`config.mk`:
```
export PLATFORM = sky130hd
export DESIGN_NAME = pcm_clkgen
export DESIGN_NICKNAME = d
export VERILOG_FILES = /design/src/rtl/pcm_clkgen_pkg.sv /design/src/rtl/pcm_clkgen_ctrl.sv /design/src/rtl/pcm_clkgen_dp.sv /design/src/rtl/pcm_clkgen.sv
export SDC_FILE = /design/constraint.sdc
export NUM_CORES = 1
export LEC_CHECK = 0
export BUFFER_PORTS_ARGS = -buffer_cell sky130_fd_sc_hd__buf_2
export CORE_ASPECT_RATIO = 0.5
export CORE_MARGIN = 3
export CORE_UTILIZATION = 54
export CTS_CLUSTER_DIAMETER = 50
export CTS_CLUSTER_SIZE = 25
export DETAILED_ROUTE_END_ITERATION = 10
export PLACE_DENSITY = 0.78
export SLEW_MARGIN = 25
export SYNTH_ARGS = -nofsm -noshare
export SYNTH_HDL_FRONTEND = slang
export SYNTH_SLANG_ARGS = --single-unit
```
`constraint.sdc`:
```
create_clock -name clk -period 6.8 [get_ports clk]
set_clock_uncertainty 0.1 [all_clocks]
set_input_delay 0.68 -clock clk [delete_from_list [all_inputs] [get_ports clk]]
set_output_delay 0.68 -clock clk [all_outputs]
set_load 0.03 [all_outputs]
```
`src/rtl/pcm_clkgen_pkg.sv`:
```
package pcm_clkgen_pkg;

  // Rate codes of the fixed divider; the 2'b11 code falls back to 256 kHz.
  typedef enum logic [1:0] {
    RATE_256K = 2'b00,
    RATE_128K = 2'b01,
    RATE_512K = 2'b10,
    RATE_ALT  = 2'b11
  } pcm_rate_e;

  // Strobes handed from the timing control to the frame datapath.
  typedef struct packed {
    logic rise;    // bit clock goes high at this edge
    logic master;  // clock and sync are generated inside
  } pcm_tick_t;

endpackage

```
`src/rtl/pcm_clkgen_ctrl.sv`:
```
module pcm_clkgen_ctrl
  import pcm_clkgen_pkg::*;
#(
  parameter int SYS_HZ = 4096000,
  parameter int ACC_W  = 16
) (
  input  logic             clk,
  input  logic             rst,
  input  logic             slaveMode,
  input  logic             fastGenEn,
  input  logic [1:0]       rateSel,
  input  logic [ACC_W-1:0] cntRate,
  input  logic [ACC_W-1:0] cntLimit,
  input  logic             extBclk,
  output logic             bclkQ,
  output logic             bitRise,
  output pcm_tick_t        tick
);

  localparam int HALF_128 = (SYS_HZ / 256000  > 0) ? SYS_HZ / 256000  : 1;
  localparam int HALF_256 = (SYS_HZ / 512000  > 0) ? SYS_HZ / 512000  : 1;
  localparam int HALF_512 = (SYS_HZ / 1024000 > 0) ? SYS_HZ / 1024000 : 1;
  localparam int DIV_W    = $clog2(HALF_128 + 1);

  // fixed divider
  logic [DIV_W-1:0] divCnt, halfSel;
  logic             fixedHit;

  always_comb begin
    case (pcm_rate_e'(rateSel))
      RATE_128K: halfSel = DIV_W'(HALF_128);
      RATE_512K: halfSel = DIV_W'(HALF_512);
      default:   halfSel = DIV_W'(HALF_256);
    endcase
    fixedHit = (divCnt >= halfSel - 1'b1);
  end

  // fractional accumulator
  logic [ACC_W-1:0] acc, effRate, accNext;
  logic [ACC_W:0]   sum;
  logic             fastHit;

  always_comb begin
    effRate = (cntRate > cntLimit) ? cntLimit : cntRate;
    sum     = {1'b0, acc} + {1'b0, effRate};
    fastHit = (cntLimit != '0) && (sum >= {1'b0, cntLimit});
    if (cntLimit == '0)
      accNext = '0;
    else if (fastHit)
      accNext = ACC_W'(sum - {1'b0, cntLimit});
    else
      accNext = sum[ACC_W-1:0];
  end

  logic toggle;
  always_comb begin
    if (slaveMode)
      toggle = (extBclk != bclkQ);
    else if (fastGenEn)
      toggle = fastHit;
    else
      toggle = fixedHit;
    tick.rise   = toggle & ~bclkQ;
    tick.master = ~slaveMode;
  end

  always_ff @(posedge clk) begin
    if (rst) begin
      bclkQ   <= 1'b0;
      bitRise <= 1'b0;
      divCnt  <= '0;
      acc     <= '0;
    end else begin
      bclkQ   <= bclkQ ^ toggle;
      bitRise <= tick.rise;
      if (slaveMode || fastGenEn)
        divCnt <= '0;
      else if (fixedHit)
        divCnt <= '0;
      else
        divCnt <= divCnt + 1'b1;
      if (slaveMode || !fastGenEn)
        acc <= '0;
      else
        acc <= accNext;
    end
  end

  AST_RISE_MARKS_CLK: assert property (@(posedge clk) disable iff (rst)
    bitRise |-> (bclkQ && !$past(bclkQ)));

  AST_ACC_BOUNDED: assert property (@(posedge clk) disable iff (rst)
    (!slaveMode && fastGenEn && cntLimit != '0 && $past(cntLimit) == cntLimit
     && $past(!slaveMode && fastGenEn) && $past(acc) < cntLimit)
    |-> (acc < cntLimit));

endmodule

```
`src/rtl/pcm_clkgen_dp.sv`:
```
module pcm_clkgen_dp
  import pcm_clkgen_pkg::*;
#(
  parameter int FRAME_W = 8
) (
  input  logic               clk,
  input  logic               rst,
  input  pcm_tick_t          tick,
  input  logic               shortSync,
  input  logic               longLen,
  input  logic [FRAME_W-1:0] frameDiv,
  input  logic               extSync,
  output logic               syncReg,
  output logic               frameStart
);

  logic [FRAME_W-1:0] bitCnt, nextBit;
  logic               running;
  logic               extSyncQ;
  logic               genSyncNext;
  logic               extStart;

  always_comb begin
    nextBit = (!running || bitCnt >= frameDiv) ? '0 : bitCnt + 1'b1;
    if (shortSync)
      genSyncNext = (nextBit == frameDiv);
    else
      genSyncNext = (int'(nextBit) < (longLen ? 16 : 8));
    extStart = shortSync ? (!extSync && extSyncQ) : (extSync && !extSyncQ);
  end

  always_ff @(posedge clk) begin
    if (rst) begin
      bitCnt     <= '0;
      running    <= 1'b0;
      syncReg    <= 1'b0;
      extSyncQ   <= 1'b0;
      frameStart <= 1'b0;
    end else if (tick.rise) begin
      if (tick.master) begin
        bitCnt     <= nextBit;
        running    <= 1'b1;
        syncReg    <= genSyncNext;
        frameStart <= (nextBit == '0);
      end else begin
        running    <= 1'b0;
        syncReg    <= 1'b0;
        extSyncQ   <= extSync;
        frameStart <= extStart;
      end
    end else begin
      frameStart <= 1'b0;
    end
  end

  AST_START_ON_RISE: assert property (@(posedge clk) disable iff (rst)
    frameStart |-> $past(tick.rise));

  AST_BIT_IN_FRAME: assert property (@(posedge clk) disable iff (rst)
    (tick.master && $past(tick.master) && $stable(frameDiv) && $past(bitCnt) <= frameDiv)
    |-> (bitCnt <= frameDiv));

  AST_LONG_SYNC_OPENS: assert property (@(posedge clk) disable iff (rst)
    (frameStart && tick.master && !shortSync && $past(tick.master && !shortSync))
    |-> syncReg);

  AST_SHORT_SYNC_CLOSES: assert property (@(posedge clk) disable iff (rst)
    (frameStart && tick.master && shortSync && frameDiv != '0
     && $past(tick.master && shortSync) && $stable(frameDiv))
    |-> !syncReg);

endmodule

```
`src/rtl/pcm_clkgen.sv`:
```
module pcm_clkgen
  import pcm_clkgen_pkg::*;
#(
  parameter int SYS_HZ  = 4096000,
  parameter int ACC_W   = 16,
  parameter int FRAME_W = 8
) (
  input  logic               clk,
  input  logic               rst,
  input  logic               slaveMode,
  input  logic               fastGenEn,
  input  logic [1:0]         rateSel,
  input  logic [ACC_W-1:0]   cntRate,
  input  logic [ACC_W-1:0]   cntLimit,
  input  logic               shortSync,
  input  logic               longLen,
  input  logic               syncOff,
  input  logic [FRAME_W-1:0] frameDiv,
  input  logic               extBclk,
  input  logic               extSync,
  output logic               pcmClk,
  output logic               pcmSync,
  output logic               bitRise,
  output logic               frameStart
);

  pcm_tick_t tick;
  logic      bclkQ;
  logic      syncReg;

  pcm_clkgen_ctrl #(.SYS_HZ(SYS_HZ), .ACC_W(ACC_W)) u_ctrl (
    .clk(clk), .rst(rst), .slaveMode(slaveMode), .fastGenEn(fastGenEn),
    .rateSel(rateSel), .cntRate(cntRate), .cntLimit(cntLimit),
    .extBclk(extBclk), .bclkQ(bclkQ), .bitRise(bitRise), .tick(tick)
  );

  pcm_clkgen_dp #(.FRAME_W(FRAME_W)) u_dp (
    .clk(clk), .rst(rst), .tick(tick), .shortSync(shortSync),
    .longLen(longLen), .frameDiv(frameDiv), .extSync(extSync),
    .syncReg(syncReg), .frameStart(frameStart)
  );

  assign pcmClk  = slaveMode ? extBclk : bclkQ;
  assign pcmSync = slaveMode ? extSync : (syncReg & ~syncOff);

  AST_SUPPRESS_KEEPS_FRAMING: assert property (@(posedge clk) disable iff (rst)
    (!slaveMode && frameStart) |-> (pcmClk && bitRise));

endmodule

```
Yosys cells after proc, flatten, opt, wreduce, memory -nomap -nowiden

Index checks and enable logic that the tools add are counted.

Add/subtract/negate cells: 5
$lt $le $gt $ge: 5
Eq/ne operators: 4
Multiplexer cells: 14
Bitwise logic cells: 7
Reduce and logical (&&, ||, !) cells: 18

Operators by type and width:

| cell                                              | number |
|---|---|
| < comparator 9 x 32 -> 1 bit                      | 1 |
| 2-to-1 mux 16 bit                                 | 2 |
| adder 16 x 16 -> 17 bit                           | 1 |
| greater-or-equal comparator 17 x 16 -> 1 bit      | 1 |
| > comparator 16 bit                               | 1 |
| logical NOT 16 bit                                | 1 |
| nonzero test 16 bit                               | 1 |
| subtractor 16 bit                                 | 1 |
| case mux 5 bit (2 select lines)                   | 1 |
| 2-to-1 mux 1 bit                                  | 9 |
| adder 8 x 1 -> 8 bit (second input constant)      | 1 |
| == test 8 bit                                     | 1 |
| greater-or-equal comparator 8 bit                 | 1 |
| logical NOT 8 bit                                 | 1 |
| 2-to-1 mux 8 bit                                  | 1 |
| OR reduction 3 bit                                | 2 |
| adder 5 x 1 -> 5 bit (second input constant)      | 1 |
| greater-or-equal comparator 5 bit                 | 1 |
| 2-to-1 mux 5 bit                                  | 1 |
| subtractor 5 x 1 -> 5 bit (second input constant) | 1 |
| logical NOT 1 bit                                 | 4 |
| inverter 1 bit                                    | 4 |
| AND reduction 2 bit                               | 2 |
| logical AND 1 bit                                 | 3 |
| 7 further kinds                                   | 10 |

Register bits: 35
Input port bits: 51
Output and inout bits: 4
Logic and storage cells: 62

Logic depth before layout (Yosys ltp)

Gate-level depths: netlist of run 1.

Depth after elaboration: 10
Gate-level depth with buffers: 35
Gate-level depth less buffers: 32

Cells and area by module

From an unflattened synthesis of run 1, not the netlist that was laid out.

Cell total of the unflattened synthesis: 551
Area, all modules: 4448.0 um^2

By module, submodules not included:

| module          | times used | cells each | area each (um^2) | sequential area each (um^2) |
|---|---|---|---|---|
| pcm_clkgen_ctrl | 1          | 391        | 3175.5           | 460.4 |
| pcm_clkgen_dp   | 1          | 156        | 1242.4           | 240.2 |
| pcm_clkgen      | 1          | 4          | 30.0             | 0.0 |

Worst setup path before layout of run 1

Ideal clock, no wire load.

Kind: input to register
Start point: input port cntLimit[1]
End point: register u_dp.bitCnt[0]
Library setup time: 0.128 ns
Arrival time: 6.503 ns
Data required time: 6.572 ns
Slack: 0.069 ns
Cell stages on the path: 33
Path buffers: 3
Path through: inv_1 > ha_1 > nand4_1 > nor2_1 > nor2_1 > a21boi_1 > o211ai_1 > a211o_1 > a31oi_2 > buf_2 > mux2_1 > ha_1 > inv_1 > fa_1 > nand3b_1 > a31o_2 > a21oi_1 > a21o_1 > a21oi_1 > xnor2_1 > ha_1 > clkbuf_1 > and4_1 > a311oi_1 > nand2_1 > o41ai_4 > buf_6 > a31oi_1 > ha_1 > nand2b_1 > nor2_1 > a21oi_1 > nor2_1

Longest elaborated chain between the ends: 9
Elaborated cells between the ends (all ways): 10
Classes of those cells: add/sub: 1; order compare: 2; mux: 3; bitwise: 1; reduce/logical: 3

Ends and longest elaborated chain:

| item                                         | RTL line              | RTL |
|---|---|---|
| start: declaration                           | pcm_clkgen.sv:14      | `input logic [ACC_W-1:0] cntLimit,` |
| > comparator 16 bit                          | pcm_clkgen_ctrl.sv:44 | `effRate = (cntRate > cntLimit) ? cntLimit : cntRate;` |
| 2-to-1 mux 16 bit                            | pcm_clkgen_ctrl.sv:44 |  |
| adder 16 x 16 -> 17 bit                      | pcm_clkgen_ctrl.sv:45 | `sum = {1'b0, acc} + {1'b0, effRate};` |
| greater-or-equal comparator 17 x 16 -> 1 bit | pcm_clkgen_ctrl.sv:46 | `fastHit = (cntLimit != '0) && (sum >= {1'b0, cntLimit});` |
| logical AND 1 bit *                          | pcm_clkgen_ctrl.sv:46 |  |
| 2-to-1 mux 1 bit *                           | pcm_clkgen_ctrl.sv:59 | `else if (fastGenEn)` |
| 2-to-1 mux 1 bit *                           | pcm_clkgen_ctrl.sv:57 | `if (slaveMode)` |
| AND 1 bit *                                  | pcm_clkgen_ctrl.sv:63 | `tick.rise = toggle & ~bclkQ;` |
| AND reduction 2 bit (no line) *              | --                    |  |
| end signal: assignment                       | pcm_clkgen_dp.sv:41   | `bitCnt <= nextBit;` |
| end: declaration                             | pcm_clkgen_dp.sv:17   | `logic [FRAME_W-1:0] bitCnt, nextBit;` |

Every way passes the cells marked *; elsewhere a longest branch is shown, timed or not.
A chain may end at the register's enable or synchronous reset.

Worst setup path after layout of run 1

Start point: input port cntLimit[2]
End point: register u_dp.bitCnt[3]

The elaborated chain is that of the path after synthesis.

==> impl_metrics.yaml, run 1 <==
final_layout:
  area_growth_pct: 15.9
  multi_input_area_sq_mm: 0.00329
  n_antenna_cell: 0
  design_area_sq_mm: 0.00479
  nets: 704
  fillers: 630
  stdcell_count: 678
  regArea_sq_um: 701
  layout-drive-gt1-share: 0.167
setup_path:
  critPathMostFrequentCell: "a21oi_1"
  cp-startpoint: "cntLimit[2]"
  worstPathRequired_ps: 6910
  crit_slowest_cell: "mux2_1"
  regToRegStartpoint: "u_ctrl.acc[0]"
  r2r_cells: 20
  crit_arrival_ps: 6520
  reg2reg_to: "u_dp.bitCnt[3]"
  start_kind: "input port"
  worstSetupPathType: "input port to flip-flop"
  cp-end-kind: "flip-flop"
  slowest_delay_ps: 400
  critPathMaxFanout: 7
  r2r_slack_ps: 2170
sta:
  setup_ws_ps: 397
  timing.hold.ws_ps: 364
  maxSlewViolCount: 0
  hold_viol: 0
  tightest_slew_ps: 838
  period_share: 0.942
  fmax_mhz: 156
  fin_crit_ps: 6400
  setup_tns_ps: 0
  max-slew-margin-rel: 0.440
  setup_viol: 0
power_and_ir_drop:
  p_leak_nw: 2.25
  vdd_drop_max_mv: 0.129
  powerDensity_mw_per_mm2: 243
cts:
  cts_root_buf: "clkbuf_16"
  htreeDepth: 2
  hold_buffers: 0
  clock_sinks: 35
  path_clk_slew_ps: 60
  clk_latency_ps: 280
  clock_path_buffers: 2
  cts_buffers: 5
  cts_tree: "yes"
worst_hold_path:
  min_path_type: "flip-flop to flip-flop"
  hold_depth: 1
  min_from: "u_ctrl.divCnt[0]"
  min_to: "u_ctrl.divCnt[0]"
route:
  vias: 4037
  drt-total-wl_um: 10800
  drt_pass1_iterations: 5
  wl_per_cell_um: 16.0
  drc_errors: 0
  drt_iter0_drc: 230
  via_per_inst: 5.95
  final_antenna_net_count: 0
yosys:
  async_flop_share: 0
  synth_edf_count: 0
  synth_cells: 523
  ys_warn_count: 0
  synth_cell_type_count: 62
  syn_nets: 641
  synth_area_sq_mm: 0.00414
  synth.avg_cell_area_sq_um: 7.91
  yosys_register_bits: 35
  ys_seq_area_frac: 0.169
  synthFlopType: "dfxtp_1"
floorplanning:
  die_w_um: 130
  ios: 55
  die_area_sq_mm: 0.00881
  fp.coreArea_sq_mm: 0.00704
  rows: 21
  die_h_um: 67.9
  initial_core_util: 0.587
placed_design:
  post_dp_cell_area_sq_mm: 0.00456
  dpl.hpwl_um: 8740
  place_ws_ps: -65.3
  routabilityCongestion: 0.913
  port_buffers: 54
  numPlacedInstances: 670
global_routing:
  grt_pass1_vias: 3753
  grt_pass1_wl_um: 17600
  track_usage: 0.253
  grt_max_degree: 21
  grt-ovfl-total: 0
  antenna_found_initial: 0
status:
  status: "finished clean"
run:
  maxCapViolCount: 0
report_power, final:
group	leakage [nW]	switching [mW]	internal, mW
Sequential	0.284	0.00980	0.224
Combinational	1.89	0.393	0.308
Clock	0.0696	0.0950	0.134
Total	2.25	0.497	0.666
per-layer routing:
layer | routed length (um) | GRT usage
met1 | 5290 | 0.360
met4 | 123 | 0.0492
met5 | 0 | 0
met3 | 777 | 0.0491
met2 | 4650 | 0.402
area by class of cell:
type	instances	share of cell area
inverter	43	0.0337
multi-input combinational	433	0.687
timing repair buffer	68	0.0799
clock buffer	5	0.0261
sequential	35	0.146
tap	92	0.0240
clock inverter	2	0.00287
registers in the layout (all words and copies together) (netlist names):
register and count:
u_ctrl.bclkQ 1, u_dp.frameStart 1, u_dp.running 1, u_ctrl.divCnt 5, u_dp.extSyncQ 1, u_ctrl.acc 16, u_dp.bitCnt 8, u_ctrl.bitRise 1
u_dp.syncReg 1
kinds of logic (layout without fill, tap and decap cells):
logic type / Yosys count / count (layout) / share of synthesized area
compound gates: 131 / 131 / 0.214
xor+xnor: 39 / 39 / 0.0826
fa+ha+maj: 67 / 67 / 0.206
buf+inv: 55 / 118 / 0.0539
flops: 35 / 35 / 0.169
mux: 30 / 30 / 0.0775
other cells: 1 / 1 / 0.000907
simple gates: 165 / 165 / 0.196
through the flow:
step | util | power (mW)
after global routing | 0.681 | 1.25
final | 0.681 | 1.16
after floorplan | - | 0.753
after CTS | 0.667 | 1.13
after detailed placement | 0.647 | 0.905
after global placement | 0.647 | 0.896
worst max-delay path by stage:
| stage | end |
|---|---|
| final | u_dp.bitCnt[3] |
| after global placement | u_dp.bitCnt[0] |
| after floorplan | u_dp.bitCnt[0] |
| after detailed placement | u_dp.bitCnt[0] |
| after CTS | u_dp.bitCnt[0] |
| after global routing | u_dp.bitCnt[2] |
critical path, delay by kind of cell:
| family | cells | cell delay [ps] |
|---|---|---|
| AOI/OAI and AO/OA | 13 | 2640 |
| adders and majority gates | 4 | 1200 |
| and+or+nand+nor | 7 | 940 |
| buffers and inverters | 4 | 470 |
| muxes | 1 | 400 |
| xor gates and xnor gates | 1 | 180 |
cells in the final DEF, fill, tap and decap left out, types with 7 or more instances in the layout:
| master | count |
|---|---|
| nor4_1 | 7 |
| mux2i_1 | 14 |
| ha_1 | 62 |
| xor2_1 | 16 |
| nor3_1 | 11 |
| dfxtp_1 | 35 |
| o21ai_0 | 19 |
| mux2_1 | 15 |
| nand4_1 | 8 |
| xnor2_1 | 22 |
| a21oi_1 | 39 |
| nor2_1 | 52 |
| o21ai_1 | 7 |
| inv_1 | 43 |
| a21o_1 | 13 |
| nand2b_1 | 7 |
| nand3_1 | 12 |
| buf_4 | 12 |
| buf_2 | 54 |
| nor2b_1 | 8 |
| nand2_1 | 36 |
timing repair:
item                                    CTS  global route
gates resized for setup                   0            16
endpoints found under the setup margin    0            30
buffers inserted                          0             1
Yosys cell counts, drive strengths merged, types with 7 or more instances:
| cell type | count | area [sq um] |
|---|---|---|
| ha | 65 | 813 |
| nor2 | 53 | 199 |
| inv | 43 | 161 |
| a21oi | 40 | 200 |
| nand2 | 36 | 135 |
| dfxtp | 35 | 701 |
| o21ai | 28 | 148 |
| xnor2 | 23 | 201 |
| mux2 | 16 | 180 |
| xor2 | 16 | 140 |
| mux2i | 14 | 140 |
| a21o | 13 | 97.6 |
| nand3 | 12 | 60.1 |
| nor3 | 11 | 55.1 |
| clkbuf | 9 | 33.8 |
| nor2b | 9 | 56.3 |
| nand4 | 8 | 50.1 |
| a211oi | 7 | 57.6 |
| nand2b | 7 | 43.8 |
| nor4 | 7 | 43.8 |
(Power assumes the default switching activity.)
==> inputs of run 2 (changes only) <==
- CORE_UTILIZATION: 54 -> 55
- CTS_BUF_LIST: default -> sky130_fd_sc_hd__clkbuf_4
- PLACE_DENSITY: 0.78 -> 0.8
==> impl_metrics.yaml, run 2 (synthesis gave the netlist of run 1 again) <==
power_and_ir_drop:
  vdd_drop_max_mv: 0.0956
  p_clk_frac: 0.114
  powerDensity_mw_per_mm2: 226
  seqPwrFrac: 0.220
  power_frac_comb: 0.666
  internal_power_uw: 570
  p_leak_nw: 2.22
  netSwitchingFraction: 0.460
  p_sw_uw: 486
placed_design:
  place_ws_ps: -49.8
  dpl.hpwl_um: 8860
  routabilityCongestion: 0.959
  port_buffers: 54
floorplanning:
  die_w_um: 129
  die_h_um: 67.3
  ios: 55
  rows: 21
  initial_core_util: 0.592
  die_area_sq_mm: 0.00866
  fp.coreArea_sq_mm: 0.00699
route:
  drt-total-wl_um: 10900
  drc_errors: 0
  drt_iter0_drc: 298
  drt_pass1_iterations: 5
  vias: 4017
  via_per_inst: 5.92
  wl_per_cell_um: 16.1
  final_antenna_net_count: 0
cts:
  cts_buffers: 5
  path_clk_slew_ps: 120
  clock_path_buffers: 2
  cts_root_buf: "clkbuf_4"
  cts_tree: "yes"
  clock_sinks: 35
  htreeDepth: 2
  clk_latency_ps: 360
global_routing:
  grt-ovfl-total: 0
  track_usage: 0.262
  gr-max-usage-layer: "met2"
  grt_pass1_vias: 3797
  grt_pass1_wl_um: 18100
  grt_max_degree: 21
  grt.met1_usage: 0.369
  met2_usage: 0.419
  globalRouteMet3Util: 0.0498
  antenna_found_initial: 1
sta:
  hold_viol: 0
  tightest_slew_ps: 785
  setup_ws_ps: 347
  period_share: 0.949
  setup_viol: 0
  fin_crit_ps: 6450
  setup_tns_ps: 0
  max-slew-margin-rel: 0.475
  fmax_mhz: 155
  maxSlewViolCount: 0
  timing.hold.ws_ps: 377
final_layout:
  final_common_cell: "ha_1"
  layout-drive-gt1-share: 0.159
  largest_reg_flops: 16
  final_cell_mix: "ha_1 (65), buf_2 (54), nor2_1 (52)"
  largest_registers: "u_ctrl.acc: 16 flops, u_dp.bitCnt: 8 flops, u_ctrl.divCnt: 5 flops"
  area_growth_pct: 12.9
  nets: 704
  regMostFlops: "u_ctrl.acc"
  fillers: 605
worst_hold_path:
  min_path_type: "flip-flop to flip-flop"
setup_path:
  slowest_delay_ps: 400
  critPathMaxFanout: 9
  worstSetupPathType: "input port to flip-flop"
  crit_slowest_cell: "fa_1"
  start_kind: "input port"
  worstPathRequired_ps: 7000
  crit_arrival_ps: 6660
  critPathMostFrequentCell: "ha_1"
  r2r_slack_ps: 2200
  cp-end-kind: "flip-flop"
status:
  status: "finished clean"
run:
  maxCapViolCount: 0
==> run 2: per-layer routing <==
metal  vias up  part of all wire
met5         -                 0
met4         0             0.014
met3        13             0.081
met2       143              0.43
met1      1838              0.48
li1       2023                 -
==> run 2: worst paths after layout <==
path                         start                to  depth (start not counted)
setup / recovery       cntLimit[1]    u_dp.bitCnt[2]                         33
hold / removal    u_ctrl.divCnt[0]  u_ctrl.divCnt[0]                          1
hold reg to reg   u_ctrl.divCnt[0]  u_ctrl.divCnt[0]                          1
setup reg to reg     u_ctrl.acc[0]    u_dp.bitCnt[2]                         21
==> run 2: power by group through the flow <==
stage                     sequential [mW]  clock (mW)  combinational, mW
after floorplan                     0.238           0              0.515
after global placement              0.237           0              0.662
after detailed placement            0.237           0              0.675
after CTS                           0.232       0.125              0.678
after global routing                0.234       0.132              0.782
final                               0.232       0.121              0.703
==> run 2: cell type report <==
type	instances	area [sq um]	share of cell area
repair buffers	68	379	0.0812
inverters	43	161	0.0346
well taps	92	115	0.0247
clock inverters	2	13.8	0.00295
multi-input cells	433	3260	0.698
diodes	1	2.50	0.000536
flip-flops and latches	35	701	0.150
clock buffers	5	37.5	0.00804
==> run 2: what timing repair did <==
| item | CTS | global route |
|---|---|---|
| setup endpoints to repair | 0 | 10 |
| hold endpoints to repair | 0 | 0 |
| hold buffers | 0 | 0 |
| resized for setup | 0 | 10 |
| buffers inserted | 0 | 1 |
==> run 2: critical path: cells and delay by family <==
family | cells | cell delay [ps]
XOR/XNOR | 1 | 140
adder cells (fa/ha/maj) | 5 | 1370
AO/OA/AOI/OAI | 12 | 2520
multiplexers | 1 | 150
AND/OR/NAND/NOR | 9 | 1220
buffers and inverters | 5 | 600
==> run 2: through the flow <==
stage / area (sq um) / util / power, mW / cells
after global placement: 4560 / 0.652 / 0.899 / 670
after detailed placement: 4560 / 0.652 / 0.912 / 670
after global routing: 4670 / 0.668 / 1.15 / 679
after CTS: 4610 / 0.659 / 1.04 / 677
after floorplan: 4140 / - / 0.753 / 523
final: 4670 / 0.668 / 1.06 / 679
